**src/rtl/exti_pkg.sv**
```systemverilog
package exti_pkg;
    typedef enum logic [2:0] {
        TRIG_NONE = 3'd0,
        TRIG_RISE = 3'd1,
        TRIG_FALL = 3'd2,
        TRIG_BOTH = 3'd3,
        TRIG_HIGH = 3'd4,
        TRIG_LOW  = 3'd5
    } trig_e;

    localparam int unsigned CODE_W   = 3;
    localparam int unsigned SLOT_W   = 4;
    localparam int unsigned DATA_W   = 32;
    localparam logic [1:0]  WORD_CFG = 2'd0;
    localparam logic [1:0]  WORD_LVL = 2'd1;
    localparam logic [1:0]  WORD_PND = 2'd2;
    localparam logic [1:0]  WORD_ENA = 2'd3;
    localparam logic [CODE_W-1:0] CODE_RESET = 3'd6;

    function automatic trig_e code_to_trig(input logic [CODE_W-1:0] code);
        unique case (code)
            3'd1:    return TRIG_RISE;
            3'd2:    return TRIG_FALL;
            3'd3:    return TRIG_BOTH;
            3'd5:    return TRIG_HIGH;
            3'd6:    return TRIG_LOW;
            default: return TRIG_NONE;
        endcase
    endfunction
endpackage

```
**src/rtl/exti_sync.sv**
```systemverilog
module exti_sync #(
    parameter int unsigned WIDTH = 6
) (
    input  logic             clk,
    input  logic             rst_n,
    input  logic [WIDTH-1:0] async_i,
    output logic [WIDTH-1:0] sync_o
);
    logic [WIDTH-1:0] stage_q;

    always_ff @(posedge clk or negedge rst_n) begin
        if (!rst_n) begin
            stage_q <= '0;
            sync_o  <= '0;
        end else begin
            stage_q <= async_i;
            sync_o  <= stage_q;
        end
    end
endmodule

```
**src/rtl/exti_chan.sv**
```systemverilog
module exti_chan
    import exti_pkg::*;
(
    input  logic              clk,
    input  logic              rst_n,
    input  logic              lvl_i,
    input  logic [CODE_W-1:0] code_i,
    input  logic              clr_i,
    output logic              pend_o
);
    trig_e state;
    logic  prev_q;
    logic  pend_q;
    logic  pend_d;
    logic  rise;
    logic  fall;

    assign state = code_to_trig(code_i);
    assign rise  = lvl_i & ~prev_q;
    assign fall  = ~lvl_i & prev_q;

    always_comb begin
        pend_d = pend_q;
        unique case (state)
            TRIG_RISE: pend_d = rise ? 1'b1 : (clr_i ? 1'b0 : pend_q);
            TRIG_FALL: pend_d = fall ? 1'b1 : (clr_i ? 1'b0 : pend_q);
            TRIG_BOTH: pend_d = (rise | fall) ? 1'b1 : (clr_i ? 1'b0 : pend_q);
            TRIG_HIGH: pend_d = lvl_i;
            TRIG_LOW:  pend_d = ~lvl_i;
            TRIG_NONE: pend_d = clr_i ? 1'b0 : pend_q;
            default:   pend_d = pend_q;
        endcase
    end

    always_ff @(posedge clk or negedge rst_n) begin
        if (!rst_n) begin
            prev_q <= 1'b0;
            pend_q <= 1'b0;
        end else begin
            prev_q <= lvl_i;
            pend_q <= pend_d;
        end
    end

    assign pend_o = pend_q;


    sticky_hold_chk: assert property (@(posedge clk) disable iff (!rst_n)
        ((state == TRIG_RISE || state == TRIG_FALL || state == TRIG_BOTH)
         && pend_q && !clr_i) |=> pend_q);

    high_follow_chk: assert property (@(posedge clk) disable iff (!rst_n)
        (state == TRIG_HIGH) |=> (pend_q == $past(lvl_i)));

    low_follow_chk: assert property (@(posedge clk) disable iff (!rst_n)
        (state == TRIG_LOW) |=> (pend_q == !$past(lvl_i)));

    none_quiet_chk: assert property (@(posedge clk) disable iff (!rst_n)
        (state == TRIG_NONE && !pend_q) |=> !pend_q);
endmodule

```
**src/rtl/exti_regs.sv**
```systemverilog
module exti_regs
    import exti_pkg::*;
#(
    parameter int unsigned N_PINS = 6
) (
    input  logic                     clk,
    input  logic                     rst_n,
    input  logic                     bus_wr,
    input  logic [3:0]               bus_addr,
    input  logic [DATA_W-1:0]        bus_wdata,
    input  logic [N_PINS-1:0]        lvl_i,
    input  logic [N_PINS-1:0]        pend_i,
    output logic [DATA_W-1:0]        bus_rdata,
    output logic [N_PINS*CODE_W-1:0] codes_o,
    output logic [N_PINS-1:0]        clr_o,
    output logic [N_PINS-1:0]        en_o
);
    logic [1:0]        word;
    logic [N_PINS-1:0] en_q;
    logic              wr_cfg;
    logic              wr_ena;

    assign word   = bus_addr[3:2];
    assign wr_cfg = bus_wr && (word == WORD_CFG);
    assign wr_ena = bus_wr && (word == WORD_ENA);
    assign clr_o  = (bus_wr && (word == WORD_PND)) ? ~bus_wdata[N_PINS-1:0] : '0;

    for (genvar g = 0; g < N_PINS; g++) begin : g_slot
        logic [CODE_W-1:0] code_q;
        always_ff @(posedge clk or negedge rst_n) begin
            if (!rst_n)      code_q <= CODE_RESET;
            else if (wr_cfg) code_q <= bus_wdata[g*SLOT_W +: CODE_W];
        end
        assign codes_o[g*CODE_W +: CODE_W] = code_q;
    end

    always_ff @(posedge clk or negedge rst_n) begin
        if (!rst_n)      en_q <= '0;
        else if (wr_ena) en_q <= bus_wdata[N_PINS-1:0];
    end
    assign en_o = en_q;

    always_comb begin
        bus_rdata = '0;
        unique case (word)
            WORD_CFG: for (int i = 0; i < N_PINS; i++)
                          bus_rdata[i*SLOT_W +: CODE_W] = codes_o[i*CODE_W +: CODE_W];
            WORD_LVL: bus_rdata[N_PINS-1:0] = lvl_i;
            WORD_PND: bus_rdata[N_PINS-1:0] = pend_i;
            WORD_ENA: bus_rdata[N_PINS-1:0] = en_q;
            default:  bus_rdata = '0;
        endcase
    end


    en_write_chk: assert property (@(posedge clk) disable iff (!rst_n)
        wr_ena |=> (en_q == $past(bus_wdata[N_PINS-1:0])));
endmodule

```
**src/rtl/exti_trigger_unit.sv**
```systemverilog
module exti_trigger_unit
    import exti_pkg::*;
#(
    parameter int unsigned N_PINS = 6
) (
    input  logic              clk,
    input  logic              rst_n,
    input  logic [N_PINS-1:0] pin_i,
    input  logic              bus_wr,
    input  logic [3:0]        bus_addr,
    input  logic [31:0]       bus_wdata,
    output logic [31:0]       bus_rdata,
    output logic [N_PINS-1:0] irq_o
);
    logic [N_PINS-1:0]        lvl;
    logic [N_PINS-1:0]        pend;
    logic [N_PINS-1:0]        clr;
    logic [N_PINS-1:0]        en;
    logic [N_PINS*CODE_W-1:0] codes;

    exti_sync #(.WIDTH(N_PINS)) u_sync (
        .clk(clk), .rst_n(rst_n), .async_i(pin_i), .sync_o(lvl)
    );

    for (genvar g = 0; g < N_PINS; g++) begin : g_chan
        exti_chan u_chan (
            .clk(clk), .rst_n(rst_n), .lvl_i(lvl[g]),
            .code_i(codes[g*CODE_W +: CODE_W]), .clr_i(clr[g]), .pend_o(pend[g])
        );
    end

    exti_regs #(.N_PINS(N_PINS)) u_regs (
        .clk(clk), .rst_n(rst_n), .bus_wr(bus_wr), .bus_addr(bus_addr),
        .bus_wdata(bus_wdata), .lvl_i(lvl), .pend_i(pend), .bus_rdata(bus_rdata),
        .codes_o(codes), .clr_o(clr), .en_o(en)
    );

    assign irq_o = pend & en;


    irq_gate_chk: assert property (@(posedge clk) disable iff (!rst_n)
        (bus_wr && bus_addr[3:2] == WORD_ENA && bus_wdata[N_PINS-1:0] == '0)
        |=> (irq_o == '0));
endmodule

```
**config.mk**
```make
export PLATFORM = sky130hd
export DESIGN_NAME = exti_trigger_unit
export DESIGN_NICKNAME = d
export VERILOG_FILES = /design/src/rtl/exti_pkg.sv /design/src/rtl/exti_sync.sv /design/src/rtl/exti_chan.sv /design/src/rtl/exti_regs.sv /design/src/rtl/exti_trigger_unit.sv
export SDC_FILE = /design/constraint.sdc
export NUM_CORES = 1
export LEC_CHECK = 0
export ABC_AREA = 1
export BUFFER_PORTS_ARGS = -buffer_cell sky130_fd_sc_hd__buf_2
export CORE_UTILIZATION = 29
export CTS_CLUSTER_DIAMETER = 150
export CTS_CLUSTER_SIZE = 12
export DETAILED_ROUTE_END_ITERATION = 7
export SLEW_MARGIN = 20
export SYNTH_ARGS = -nofsm -noshare
export SYNTH_HDL_FRONTEND = slang
export SYNTH_HIERARCHICAL = 1
export SYNTH_SLANG_ARGS = --single-unit
```
**constraint.sdc**
```tcl
create_clock -name clk -period 2.93 [get_ports clk]
set_clock_uncertainty 0.15 [all_clocks]
set_input_delay 0.586 -clock clk [delete_from_list [all_inputs] [get_ports clk]]
set_output_delay 0.586 -clock clk [all_outputs]
set_load 0.01 [all_outputs]
```
# Word-level counts from Yosys, hierarchy flattened
# Cells that the tools add are included.
# W data, S select, Z words.
# totals
reg_bits	48
latch_bits	0
ram_bits	0
mem_bits_ro	0
input_bits	45
output_inout_bits	38
word_cells	177
n_memories	0
# classes
add_sub_neg	0
mul	0
div	0
magnitude_cmp	0
eq_ne	63
n_shift	0
mux	45
bitwise	32
n_reduce_logical	16
# op_table
cell	count
$pmux W3 S5	6
$eq A3 B2 Y1 const B	24
$eq A3 B3 Y1 const B	24
$eq A3 B1 Y1 const B	12
$pmux W1 S6	6
$reduce_bool A6 Y1	6
$mux W1	25
$logic_not A3 Y1	6
$and A1 B1 Y1	12
$mux W3	4
$not A1 Y1	12
$pmux W3 S4	1
$pmux W2 S4	1
$and A6 B6 Y6	1
$mux W6	1
$not A6 Y6	1
$or A1 B1 Y1	6
$eq A2 B2 Y1 const B	2
$logic_and A1 B1 Y1	3
$pmux W1 S3	1
$eq A2 B1 Y1 const B	1
$logic_not A2 Y1	1

# Longest topological paths before layout
# depth
ltp_word	6
mapped_depth	7
mapped_depth_nobuf	7

# Modules after synthesis
# Netlist, hierarchy kept.
# by_module_without_submodules
module	instances	cells_per_inst	area_each_um2	seq_area_each_um2
exti_regs	1	186	1452.6	615.6
exti_chan	6	24	161.4	50.0
exti_sync	1	12	300.3	300.3
exti_trigger_unit	1	12	45.0	0.0

# Worst setup path after synthesis
# Ideal clock, no wire load.
# synth_timing
kind	input -> output
from	in bus_addr[2]
to	out bus_rdata[12]
t_arrival_ns	1.163
t_required_ns	2.194
slack_ns	1.031
stages	5
n_path_buf	2
cell_sequence	nor2_2 -> buf_6 -> inv_4 -> buf_8 -> nor2_4
# synth_via
elab_chain_len	2
# synth_rtl
item	line	rtl
start, declared	exti_trigger_unit.sv:10	input logic [3:0] bus_addr,
$logic_not A2 Y1	exti_regs.sv:45	unique case (word)
$mux W3	exti_regs.sv:45	
end, declared	exti_trigger_unit.sv:12	output logic [31:0] bus_rdata,
# Every way passes these cells.

# Final worst setup path
# layout_timing
from	in bus_addr[2]
to	out bus_rdata[6]
# layout_via
elab_chain_len	2
# layout_rtl
item	line
$logic_not A2 Y1	exti_regs.sv:45
$mux W1	exti_regs.sv:45
# Every way passes these cells.

==> results.cfg <==
[outcome]
status = finished clean

[final_layout]
nFillCells = 961
n_antenna_cell = 0
postLayoutCellArea_um2 = 3220
nets = 463
drive_gt1_share_pct = 23.3
syn_to_final_growth_pct = 16.2

[placement]
dp_hpwl_um = 4540
placed_cell_area_um2 = 3090
io_buffers = 54
gp_congestion = 0.797

[timing]
hold_violations = 0
period_minus_slack_ps = 2380
max_freq_ghz = 0.420
finalMaxSlewViolations = 0
setup_violations = 0
worst_slew_pin_slew_ps = 624
relSlewSlack_pct = 58.4
period_share_pct = 81.2
rsz0062_at_grt = false
finalSetupTns_ps = 0

[synthesis]
synth_area_leaders = dfrtp_1 33%, dfstp_2 11%, nand2_1 9.8%, inv_1 9.4%, nand3_1 8.9%
synth_async_sr_flop_share_pct = 100
ys_seq_elements = 48
synth_top_area_share_pct = 32.6
synth_edf_count = 0
synth_cells = 354
ys_top_cells_by_count = 72 x nand2_1, 69 x inv_1, 49 x nand3_1
avgSynthCellArea_um2 = 7.81
synth_top_area_cell = dfrtp_1
ys.flop_type = dfrtp_1
synth.most_common_cell = nand2_1
yosysSeqAreaShare_pct = 44.0
syn-cell-area_um2 = 2770
yosysWarnings = 6
ys_types = 22

[global_route]
grt_usage_pct = 13.6
grt_pass1_wl_um = 10600
gr-usage-met2_pct = 23.1
grt_max_degree = 49
grt_antenna_before_repair = 0
overflow = 0
grt_pass1_vias = 2209
use_met3_pct = 2.67
top_usage_layer = met2
met1_usage_pct = 17.2

[job]
max-cap-violations = 0

[worst_setup_path]
crit_slowest_cell = nor2_2
cp_max_fo = 15
path_class = input pin to primary output
worstPathArrival_ps = 1640
path_cells = buf_2 -> nor2_2 -> inv_4 -> nor2_1 -> buf_2
cp.required_ps = 2190
cpPeakStageDelay_ps = 370
crit_path_end_kind = primary output
path_delay_family = buffers and inverters
critPathBufInv = 3
crit_top_cell = buf_2
worstSetupStartpointType = input pin

[clock_tree]
cts_resized = 0
clock_latency_ps = 300
path_clk_slew_ps = 90
cts_setup_buffers = 0
cts-root-buf = clkbuf_8
cts_hold_buf = 0
cts_buffer_depth = 2
cts.sinks = 48
htreeDepth = 2
cts_tree = yes
cts_buffers = 5

[power_and_ir_drop]
peakVddDrop_mv = 0.191
leakagePower_nw = 1.75
p_per_area_nw_per_um2 = 586
p_sw_uw = 609
clockPowerShare_pct = 27.8
p_int_mw = 1.27
comb_power_share_pct = 24.7
pwr-share-seq_pct = 47.5
p_sw_share_pct = 32.3

[detailed_routing]
dr.pass1.iters = 4
viasPerCell = 4.31
drt_wl_total_um = 6270
drc = 0
wl_per_cell_um = 11.7
ant_nets = 0
via_count = 2311
drt_iter0_markers = 98

[floorplan]
core-area_um2 = 9240
die_h_um = 99.7
io_pins = 83
die_w_um = 99.7
start_util_pct = 29.9
rows = 35
die_area_um2 = 9930

[hold_path]
hold_class = flip-flop to flip-flop
-- worst paths after layout --
kind	startpoint	to	cells after the start	slack, ps
setup / recovery	bus_addr[2]	bus_rdata[6]	5	550
hold / removal	u_sync/stage_q[0]	u_sync/sync_o[0]	0	200
setup reg to reg	u_sync/sync_o[5]	g_chan[5].u_chan/pend_o	6	1490
hold reg to reg	u_sync/stage_q[0]	u_sync/sync_o[0]	0	200
max in group asynchronous	rst_n	u_regs/en_o[4]	2	1980
min in group asynchronous	rst_n	u_regs/g_slot[5].code_q[0]	2	240
-- routing by layer --
layer / vias up / wire, um
met3: 11 / 346
met4: 0 / 112
met1: 1073 / 2730
met2: 67 / 3080
li1: 1160 / -
met5: - / 0
-- through the flow --
| step | power [mW] | hold WS, ps | utilization [%] | instances | worst slack [ps] |
|---|---|---|---|---|---|
| final | 1.88 | 203 | 34.8 | 536 | 550 |
| after global routing | 2.02 | 209 | 34.8 | 536 | 405 |
| after CTS | 1.91 | 206 | 34.8 | 536 | 525 |
| after detailed placement | 1.38 | 186 | 33.4 | 528 | 533 |
| after global placement | 1.36 | 184 | 33.4 | 528 | 538 |
| after floorplan | 1.23 | 140 | - | 366 | 1030 |
-- state kept, by name (all words and copies together), names as in the netlist --
signal / flops
g_chan.u_chan/pend_o: 6
g_chan.u_chan/prev_q: 6
u_regs/en_o: 6
u_regs/g_slot.code_q: 18
u_sync/stage_q: 6
u_sync/sync_o: 6
-- kinds of logic after synthesis --
family | count (synthesis) | synth area share, %
compound gates | 28 | 5.88
fa+ha+maj | 12 | 5.43
buf+inv | 93 | 15.7
flops | 48 | 44.0
other cells | 1 | 0.136
simple gates | 172 | 28.9
-- final cells by class --
type                    count  area (um^2)  share of cell area, %
inverters                  70          265                   8.25
repair buffers             56          285                   8.87
flip-flops and latches     48         1220                   37.8
clock buffers               7         96.3                   3.00
clock inverters             1         30.0                  0.934
multi-input cells         225         1160                   36.1
well taps                 129          161                   5.02
-- cell usage in the layout, fill, tap and decap left out --
cell	netlist	final
a21oi_1	6	6
nand2_1	72	72
nand2_2	1	1
conb_1	1	13
a21oi_2	6	6
nor2_1	34	34
nand4_1	5	5
nor2_4	10	10
clkbuf_8	0	7
inv_4	1	1
buf_2	6	54
bufinv_16	0	1
ha_1	12	12
nand3_1	49	49
nor2_2	1	1
o21ai_1	10	10
dfstp_2	12	12
dfrtp_1	36	36
buf_4	13	2
o21ai_0	6	6
inv_1	69	69
-- power by group through the flow --
stage	Combinational [mW]	Sequential (mW)	Clock (mW)
floorplan	0.354	0.874	0
global placement	0.457	0.902	0
detailed placement	0.469	0.908	0
CTS	0.470	0.896	0.543
global route	0.539	0.914	0.570
finish	0.465	0.894	0.524
Note: power is estimated with default switching activity, not from simulation.
